===== config.mk =====
export PLATFORM = sky130hd
export DESIGN_NAME = nan_quiet_unit
export DESIGN_NICKNAME = d
export VERILOG_FILES = /design/src/rtl/nan_fp_pkg.sv /design/src/rtl/nan_field_decode.sv /design/src/rtl/nan_quieter.sv /design/src/rtl/nan_out_stage.sv /design/src/rtl/nan_quiet_unit.sv
export SDC_FILE = /design/constraint.sdc
export NUM_CORES = 1
export LEC_CHECK = 0
export BUFFER_PORTS_ARGS = -buffer_cell sky130_fd_sc_hd__buf_2
export CAP_MARGIN = 10
export CORE_AREA = 2 2 45 64
export CTS_CLUSTER_DIAMETER = 150
export DETAILED_ROUTE_END_ITERATION = 10
export DIE_AREA = 0 0 47 66
export PLACE_DENSITY = 0.8
export SYNTH_ARGS = -nofsm -noshare
export SYNTH_HDL_FRONTEND = slang
export SYNTH_SLANG_ARGS = --single-unit

===== constraint.sdc =====
create_clock -name clk -period 2.5 [get_ports clk]
set_input_delay 0.375 -clock clk [delete_from_list [all_inputs] [get_ports clk]]
set_output_delay 0.375 -clock clk [all_outputs]
set_load 0.01 [all_outputs]

===== src/rtl/nan_fp_pkg.sv =====
package nan_fp_pkg;
    localparam int EXP_W  = 8;
    localparam int FRAC_W = 23;
    localparam int WORD_W = 1 + EXP_W + FRAC_W;
    localparam int QBIT   = FRAC_W - 1;
    localparam int FIXBIT = FRAC_W - 2;

    typedef struct packed {
        logic              sign;
        logic [EXP_W-1:0]  expo;
        logic [FRAC_W-1:0] frac;
    } fp_word_t;

    typedef enum logic {
        CONV_LEGACY = 1'b0,
        CONV_2008   = 1'b1
    } nan_conv_e;

    typedef struct packed {
        logic nan;
        logic snan;
    } nan_class_t;

    typedef struct packed {
        nan_class_t cls;
        fp_word_t   word;
        logic       invalid;
    } nan_out_t;

    function automatic logic word_is_nan(fp_word_t w);
        return (&w.expo) && (|w.frac);
    endfunction
endpackage


===== src/rtl/nan_field_decode.sv =====
module nan_field_decode
    import nan_fp_pkg::*;
(
    input  fp_word_t   op,
    input  nan_conv_e  conv,
    output nan_class_t cls
);
    always_comb begin
        cls.nan  = word_is_nan(op);
        cls.snan = cls.nan && (op.frac[QBIT] ^ conv);
    end
endmodule


===== src/rtl/nan_quieter.sv =====
module nan_quieter
    import nan_fp_pkg::*;
(
    input  fp_word_t  op,
    input  nan_conv_e conv,
    input  logic      snan,
    output fp_word_t  quieted,
    output logic      invalid
);
    logic [FRAC_W-1:0] legacy_frac;

    always_comb begin
        legacy_frac       = op.frac;
        legacy_frac[QBIT] = 1'b0;
        if (legacy_frac == '0)
            legacy_frac[FIXBIT] = 1'b1;
    end

    always_comb begin
        quieted = op;
        invalid = 1'b0;
        if (snan) begin
            invalid = 1'b1;
            if (conv == CONV_2008)
                quieted.frac[QBIT] = 1'b1;
            else
                quieted.frac = legacy_frac;
        end
    end
endmodule


===== src/rtl/nan_out_stage.sv =====
module nan_out_stage
    import nan_fp_pkg::*;
#(
    parameter bit REG_OUT = 1'b1
) (
    input  logic     clk,
    input  logic     rst,
    input  nan_out_t d,
    output nan_out_t q
);
    generate
        if (REG_OUT) begin : g_reg
            always_ff @(posedge clk) begin
                if (rst) q <= '0;
                else     q <= d;
            end
        end else begin : g_pass
            assign q = d;
        end
    endgenerate
endmodule


===== src/rtl/nan_quiet_unit.sv =====
module nan_quiet_unit
    import nan_fp_pkg::*;
#(
    parameter bit REG_OUT = 1'b1
) (
    input  logic              clk,
    input  logic              rst,
    input  logic [WORD_W-1:0] op_in,
    input  logic              quiet_is_one,
    output logic              is_nan,
    output logic              is_snan,
    output logic [WORD_W-1:0] result,
    output logic              invalid
);
    fp_word_t   op_w;
    nan_conv_e  conv;
    nan_class_t cls_c;
    fp_word_t   q_word;
    logic       inv_c;
    nan_out_t   stage_d;
    nan_out_t   stage_q;

    assign op_w = fp_word_t'(op_in);
    assign conv = nan_conv_e'(quiet_is_one);

    nan_field_decode u_decode (
        .op   (op_w),
        .conv (conv),
        .cls  (cls_c)
    );

    nan_quieter u_quiet (
        .op      (op_w),
        .conv    (conv),
        .snan    (cls_c.snan),
        .quieted (q_word),
        .invalid (inv_c)
    );

    always_comb begin
        stage_d.cls     = cls_c;
        stage_d.word    = q_word;
        stage_d.invalid = inv_c;
    end

    nan_out_stage #(.REG_OUT(REG_OUT)) u_stage (
        .clk (clk),
        .rst (rst),
        .d   (stage_d),
        .q   (stage_q)
    );

    assign is_nan  = stage_q.cls.nan;
    assign is_snan = stage_q.cls.snan;
    assign result  = stage_q.word;
    assign invalid = stage_q.invalid;

    // a quieted word is still a NaN
    a_r8_quieted_is_nan: assert property (@(posedge clk) disable iff (rst)
        cls_c.snan |-> ((&q_word.expo) && (|q_word.frac)));

    // quiet bit of the output matches the convention's quiet polarity
    a_r8_quiet_polarity: assert property (@(posedge clk) disable iff (rst)
        cls_c.snan |-> (q_word.frac[QBIT] == quiet_is_one));

    // non-signalling operands are untouched by the quieter
    a_r6_passthrough: assert property (@(posedge clk) disable iff (rst)
        !cls_c.snan |-> (q_word == op_w && !inv_c));

    // the flag from the quieter agrees with the classifier
    a_r3_flag_tracks_snan: assert property (@(posedge clk) disable iff (rst)
        inv_c == cls_c.snan);

    // sign and exponent never change
    a_r4_sign_exp_kept: assert property (@(posedge clk) disable iff (rst)
        (q_word.sign == op_w.sign) && (q_word.expo == op_w.expo));
endmodule


# Word level (Yosys, flattened, before mapping)

Index checks and enable logic that the tools add are counted.
Widths: inputs -> output; s select.

$add $sub $neg: 0
$mul: 0
Div/mod/pow operators: 0
$lt $le $gt $ge: 0
Equal/unequal tests: 0
Shifts and indexed selects: 0
Muxes and demuxes: 5
Bitwise gates (word level): 1
Reductions and logical operators: 5

Operators with widths:

| operator          | count |
|---|---|
| $mux 23           | 1 |
| $reduce_or 23->1  | 1 |
| $logic_not 22->1  | 1 |
| $mux 22           | 1 |
| $reduce_and 8->1  | 1 |
| $mux 1            | 3 |
| $logic_and 1x1->1 | 2 |
| $xor 1x1->1       | 1 |

Bits in registers: 35
Latch bits: 0
RAM bits: 0
ROM bits: 0
Bits of input ports: 35
Output and inout port bits: 35
Logic and storage cells: 17
Memories: 0

# Logic depth before layout (Yosys ltp)

Gate-level depths: netlist (run 1).

Depth in word-level cells: 4
Gate-level depth with buffers: 4
Depth with buffers taken out: 4

# Modules after synthesis

A second synthesis (run 1) with hierarchy kept.

Cells, all modules: 128
Area total of the unflattened synthesis: 1367.6 µm²

By module, submodules not included:

| module           | instances | cells an instance | area an instance (µm²) | sequential area each (µm²) |
|---|---|---|---|---|
| nan_out_stage    | 1         | 73                | 965.9                  | 700.7 |
| nan_quieter      | 1         | 41                | 306.5                  | 0.0 |
| nan_field_decode | 1         | 14                | 95.1                   | 0.0 |

# Worst setup path before layout (run 1)

Ideal clock, no wire load.

Path kind: input to register
Start point: input port op_in[1]
End point: register u_stage.q[22] in the netlist's numbering
Library setup time: 0.071 ns
Data arrival time: 1.353 ns
Data required time: 2.429 ns
Setup slack: 1.077 ns
Cell stages on the path: 4
Buffers on the path: 0
Cells stage by stage: nor4_2 -> nand4_1 -> or4_1 -> a21oi_1

Word-level cells in the longest chain between the ends: 4
Elaborated cells between the ends (all ways): 7
Classes of those cells: 3 x mux; 4 x reduce/logical

Ends and longest elaborated chain:

| element                                                     | RTL line                                  | text |
|---|---|---|
| start: declaration                                          | nan_quiet_unit.sv:8                       | `input logic [WORD_W-1:0] op_in,` |
| $logic_not 22->1 / $reduce_or 23->1 (equally long branches) | nan_quieter.sv:15, nan_fp_pkg.sv:31       |  |
| $mux 1 / $logic_and 1x1->1 (equally long branches)          | nan_quieter.sv:15, nan_fp_pkg.sv:31       |  |
| $mux 22 / $logic_and 1x1->1 (equally long branches)         | nan_quieter.sv:24, nan_field_decode.sv:10 |  |
| $mux 23 *                                                   | nan_quieter.sv:22                         | `if (snan) begin` |
| end signal: assignment                                      | nan_out_stage.sv:14                       | `if (rst) q <= '0;` |
| end signal: assignment                                      | nan_out_stage.sv:15                       | `else q <= d;` |
| end: declaration                                            | nan_out_stage.sv:9                        | `output nan_out_t q` |

Every way passes the cells marked *; elsewhere a longest branch is shown, timed or not.
A chain may end at the register's enable or synchronous reset.

# Worst setup path after layout (run 1)

Same ends and word-level chain as after synthesis.

==> out/metrics.csv, run 1 <==
metric,value,unit
status,"complete, no violations",
"FF+latch count, synth",34,
hpwl dp,1777,um
asr flop ratio synth,0,%
Final #Nets,199,
largest net degree at the start of global routing,33,
Post-synth EDFFs,0,
GPL Wtd Cong,0.7120,
worst path cell trace,"buf_2, nor4_2, nand4_1, or4_1, a21oi_1",
clk slew on worst S/H paths,100,ps
total congestion overflow,0,
Tcrit/Tclk final,53.05,%
layout cells sized above 1,50.00,%
max reg flops,34,
slowest CP cell,or4_1,
CTS Sinks,34,
P_leak,0.7446,nW
Slew @ Worst Pin,542.8,ps
"Seq/Total Area, Yosys",64.23,%
Syn Nets,127,
most common cell in the netlist,dfxtp_1,
initial antenna violation count,0,
synth warn,0,
Setup CP Type,primary input to register,
H-tree levels,2,
Vias,895,
Wirelength per Cell,11.25,um
HP Class,primary input to register,
die extent in y,66,um
All-Layer GR Usage,16.22,%
synthesized area per cell,11.52,um^2
Final setup viols,0,
number of buffers created by CTS,5,
Crit path required time,2760,ps
DRT Pass-1 Iters,4,
Post-Synthesis Cell Area,0.001060,mm^2
detailed-route DRC error count,0,
DIE WIDTH,47,um
CP Data Arrival Time,1590,ps
"buffers from clock root to sink, at most",2,
initial cell density of the core,41.85,%
cts hold-fix bufs,0,
wire length of the first global-routing pass,3477,um
Max stage delay on crit path,500,ps
post-cts resize count,0,
postcts setup bufs,0,
WL final,2249,um
Top reg by flops,u_stage.q,
vias in the first global route,902,
most instantiated cells after synthesis,"dfxtp_1, nor2b_1, nor4_2, and3_1",
FP Rows,22,
Yosys top cell area share,64.23,%
crit end category,register,
synth unique cells,21,
max-slew violations,0,
Rel. slew slack,63.82,%
Final Hold Fails,0,
Final min period,1326,ps
Setup TNS,0,ps
DIE AREA,0.003102,mm^2
ant diodes,0,
via density per instance,4.475,
core area,0.002532,mm^2
largest registers,u_stage.q: 34 flops,
Fmax,0.7540,GHz
area grow syn2layout,39.55,%
DR iter-0 viols,4,
Root Driver,clkbuf_4,
critical path peak fanout,3,
Worst IR Drop VDD,0.3794,mV
"Primary FF master, synth",dfxtp_1,
synth top area cells,"dfxtp_1, nor2b_1, nor4_2",
RSZ-0062 raised after global routing,no,
"Core Util, Final",58.40,%
port bufs,69,
CTS tree,built,
Filler cells,245,
top-level port count,70,
P per Cell Area,640.9,mW/mm^2
Post-Syn Instances,92,
CP Launch Type,primary input,
max cap viols,0,
Synth area leader,dfxtp_1,
Antenna Nets Post-Route,0,
==> path summary, 6_finish.rpt <==
| kind | from | end | slack, ps | cells after the start |
|---|---|---|---|---|
| min | op_in[31] | u_stage.q[32]$_SDFF_PP0_ | 270 | 2 |
| max | op_in[1] | u_stage.q[22]$_SDFF_PP0_ | 1170 | 5 |
==> worst max-delay path, delay by kind of cell <==
| kind | cells | cell delay (ps) |
|---|---|---|
| AND/OR/NAND/NOR | 3 | 960 |
| AO/OA/AOI/OAI | 1 | 140 |
| buffers and inverters | 1 | 110 |
==> final cells by class <==
cell class / count / area [um^2] / area share [%]
clock buffer: 5 / 37.54 / 2.538
multi-input combinational: 52 / 352.8 / 23.86
sequential: 34 / 680.7 / 46.02
inverter: 2 / 7.507 / 0.5076
timing repair buffer: 69 / 345.3 / 23.35
clock inverter: 2 / 10.01 / 0.6768
tap: 36 / 45.04 / 3.046
==> layout by cell type, fill, tap and decap left out, drive strengths merged <==
master / n
buf: 69
dfxtp: 34
nor2b: 30
clkbuf: 5
nor4: 5
and3: 3
nand4: 3
inv: 2
nor2: 2
a21oi: 2
clkinv: 2
o21bai: 1
nand2: 1
nor3: 1
a211oi: 1
nand2b: 1
or4: 1
o211ai: 1
==> logic make-up (layout without fill, tap and decap cells) <==
group                  Yosys count  after routing  share of synthesized area, %
DFF                             34             34                         64.23
and+or+nand+nor                 47             47                         30.22
AOI/OAI and AO/OA                5              5                         3.070
buffers and inverters            6             78                         2.480
==> through the flow <==
step | worst slack [ps] | std cells | power, mW | hold WS (ps) | instance area [um^2]
floorplan | 1077 | 92 | 0.6327 | 454.4 | 1060
global placement | 874.7 | 193 | 0.6933 | 581.2 | 1431
detailed placement | 823.8 | 193 | 0.6975 | 599.8 | 1431
CTS | 1177 | 200 | 0.9635 | 254.3 | 1479
global route | 1135 | 200 | 1.001 | 260.9 | 1479
finish | 1174 | 200 | 0.9479 | 266.5 | 1479
==> power by group <==
| group | leakage, nW | internal [mW] | switching, mW |
|---|---|---|---|
| clock network | 0.0308 | 0.101 | 0.164 |
| registers | 0.283 | 0.569 | 0.00577 |
| logic | 0.431 | 0.0540 | 0.0549 |
==> metal layers <==
layer,track usage (%),share of wire [%],vias up
met1,15.21,37,398
met5,0,0,-
met2,27.74,52,48
met4,11.46,2.4,0
met3,5.191,8.4,5
li1,-,-,444
No activity file was read; power rests on OpenSTA's default activity.
==> inputs of run 2 (changes only) <==
Settings changed: CORE_AREA 2 2 45 64 to 2 2 47 66, DIE_AREA 0 0 47 66 to 0 0 49 68, PLACE_DENSITY 0.8 to 0.75.
Clock period 2.5 ns to 1.4 ns, I/O delays scaled along.
==> out/metrics.csv, run 2 (same netlist as run 1, synthesis figures left out) <==
metric,value,unit,change
Setup TNS,0,ps,unchanged
Slew @ Worst Pin,265.2,ps,-277.6 ps
Clk network pwr share,37.6,%,+9.7 points
largest net degree at the start of global routing,19,,-42%
P_leak,0.7741,nW,+4.0%
GPL Wtd Cong,0.7005,,-1.6%
Cell Int Power,1.509,mW,+110%
area grow syn2layout,46.28,%,
H-tree levels,2,,unchanged
"CP delay by family, top",simple AND/OR/NAND/NOR gates,,
cts hold-fix bufs,0,,unchanged
Setup CP Type,primary input to register,,
postcts setup bufs,0,,unchanged
initial antenna violation count,0,,unchanged
max-slew violations,0,,unchanged
worst path bufs/invs,1,,unchanged
post-cts resize count,0,,unchanged
Antenna Nets Post-Route,0,,unchanged
Placed Instance Area,0.001455,mm^2,+1.7%
"commonest non-fill, non-tap cell in the layout",buf_2,,
P per Cell Area,1266,mW/mm^2,+98%
Fmax,0.8606,GHz,
DR iter-0 viols,11,,+7
top-level port count,70,,unchanged
core area,0.002791,mm^2,+10%
critical path peak fanout,2,,-1
detailed-route DRC error count,0,,unchanged
HP Class,primary input to register,,
CTS tree,built,,
vias in the first global route,906,,+0.44%
CP Launch Type,primary input,,
DP Cell Count,197,,+2.1%
largest registers,u_stage.q: 34 flops,,
Top reg by flops,u_stage.q,,
RSZ-0062 raised after global routing,no,,
Final min period,1162,ps,
WL final,2346,um,+4.3%
number of buffers created by CTS,5,,unchanged
Final setup viols,0,,unchanged
hpwl dp,1885,um,+6.1%
Final Hold Fails,0,,unchanged
die extent in y,68,um,+3.0%
"Core Util, Final",55.54,%,-2.9 points
ant diodes,0,,unchanged
CP Data Arrival Time,1390,ps,-200 ps
max cap viols,0,,unchanged
DIE AREA,0.003332,mm^2,+7.4%
Layout Cells excl Fill,205,,+2.5%
total congestion overflow,0,,unchanged
clk slew on worst S/H paths,70,ps,-30 ps
layout cells sized above 1,51.19,%,+1.2 points
post-route design area,0.001550,mm^2,+4.8%
Sw Ratio,23.10,%,-0.57 points
FP Rows,23,,+4.5%
Vias,921,,+2.9%
Tcrit/Tclk final,83.00,%,
wire length of the first global-routing pass,3663,um,+5.3%
Final #Nets,202,,+1.5%
Max stage delay on crit path,480,ps,-20 ps
Root Driver,clkbuf_8,,
min setup slack post-route,238.0,ps,-935.7 ps
status,"complete, no violations",,
Reg power frac,52.3,%,-8.3 points
via density per instance,4.493,,+0.40%
Comb power frac,10.1,%,-1.4 points
Wirelength per Cell,11.44,um,+1.8%
port bufs,69,,unchanged
"commonest cells after routing, fill and taps aside","buf_2, dfxtp_1, nor2b_1",,
slowest CP cell,or4_1,,
DRT Pass-1 Iters,4,,unchanged
Net Switching,453.2,uW,+100%
Rel. slew slack,82.16,%,+18 points
Crit path required time,1620,ps,-1140 ps
"buffers from clock root to sink, at most",2,,unchanged
CTS Sinks,34,,unchanged
Worst IR Drop VDD,0.8639,mV,+130%
worst path cell trace,"buf_2, nor4_2, nand4_1, or4_1, a21oi_1",,
dpl ws,-71.30,ps,-895.1 ps
All-Layer GR Usage,15.26,%,-0.96 points
max reg flops,34,,unchanged
DIE WIDTH,49,um,+4.3%
crit end category,register,,
initial cell density of the core,37.97,%,-3.9 points
## run 2: cell types whose count changed in the layout (fill, tap and decap cells not counted)
cell / delta
clkbuf_4: -5
clkinv_2: -1
clkinvlp_4: +1
clkbuf_8: +6
buf_4: +3
## run 2: layer usage
metal | wire [um] | global-route usage (%)
met5 | 0 | 0
met4 | 55 | 9.643
met3 | 230 | 6.769
met2 | 1237 | 26.71
met1 | 822 | 14.84
## run 2: power by group through the flow
stage / Clock, mW / Sequential [mW] / Combinational, mW
5_1_grt: 0.806 / 1.03 / 0.219
2_1_floorplan: 0 / 1.08 / 0.0531
3_5_place_dp: 0 / 1.05 / 0.202
6_report: 0.738 / 1.03 / 0.199
3_3_place_gp: 0 / 1.05 / 0.195
4_1_cts: 0.766 / 1.03 / 0.203
## run 2: metrics by stage
step | total power, mW | hold slack (ps)
6_report | 1.962 | 141.2
5_1_grt | 2.055 | 141.1
4_1_cts | 1.995 | 131.1
3_5_place_dp | 1.250 | 439.3
3_3_place_gp | 1.241 | 415.9
2_1_floorplan | 1.130 | 289.4
## run 2: layout make-up
class / instances / area (um^2)
fill: 264 / 1241
sequential: 34 / 680.7
timing repair buffer: 72 / 367.9
multi-input combinational: 52 / 352.8
clock buffer: 6 / 82.58
tap: 37 / 46.29
clock inverter: 2 / 12.51
inverter: 2 / 7.507
## run 2: path summary, 6_finish.rpt
path / endpoint / from / cells past startpoint / slack, ps
worst max-delay path: u_stage.q[22]$_SDFF_PP0_ / op_in[0] / 5 / 240
worst min-delay path: u_stage.q[30]$_SDFF_PP0_ / op_in[29] / 2 / 140
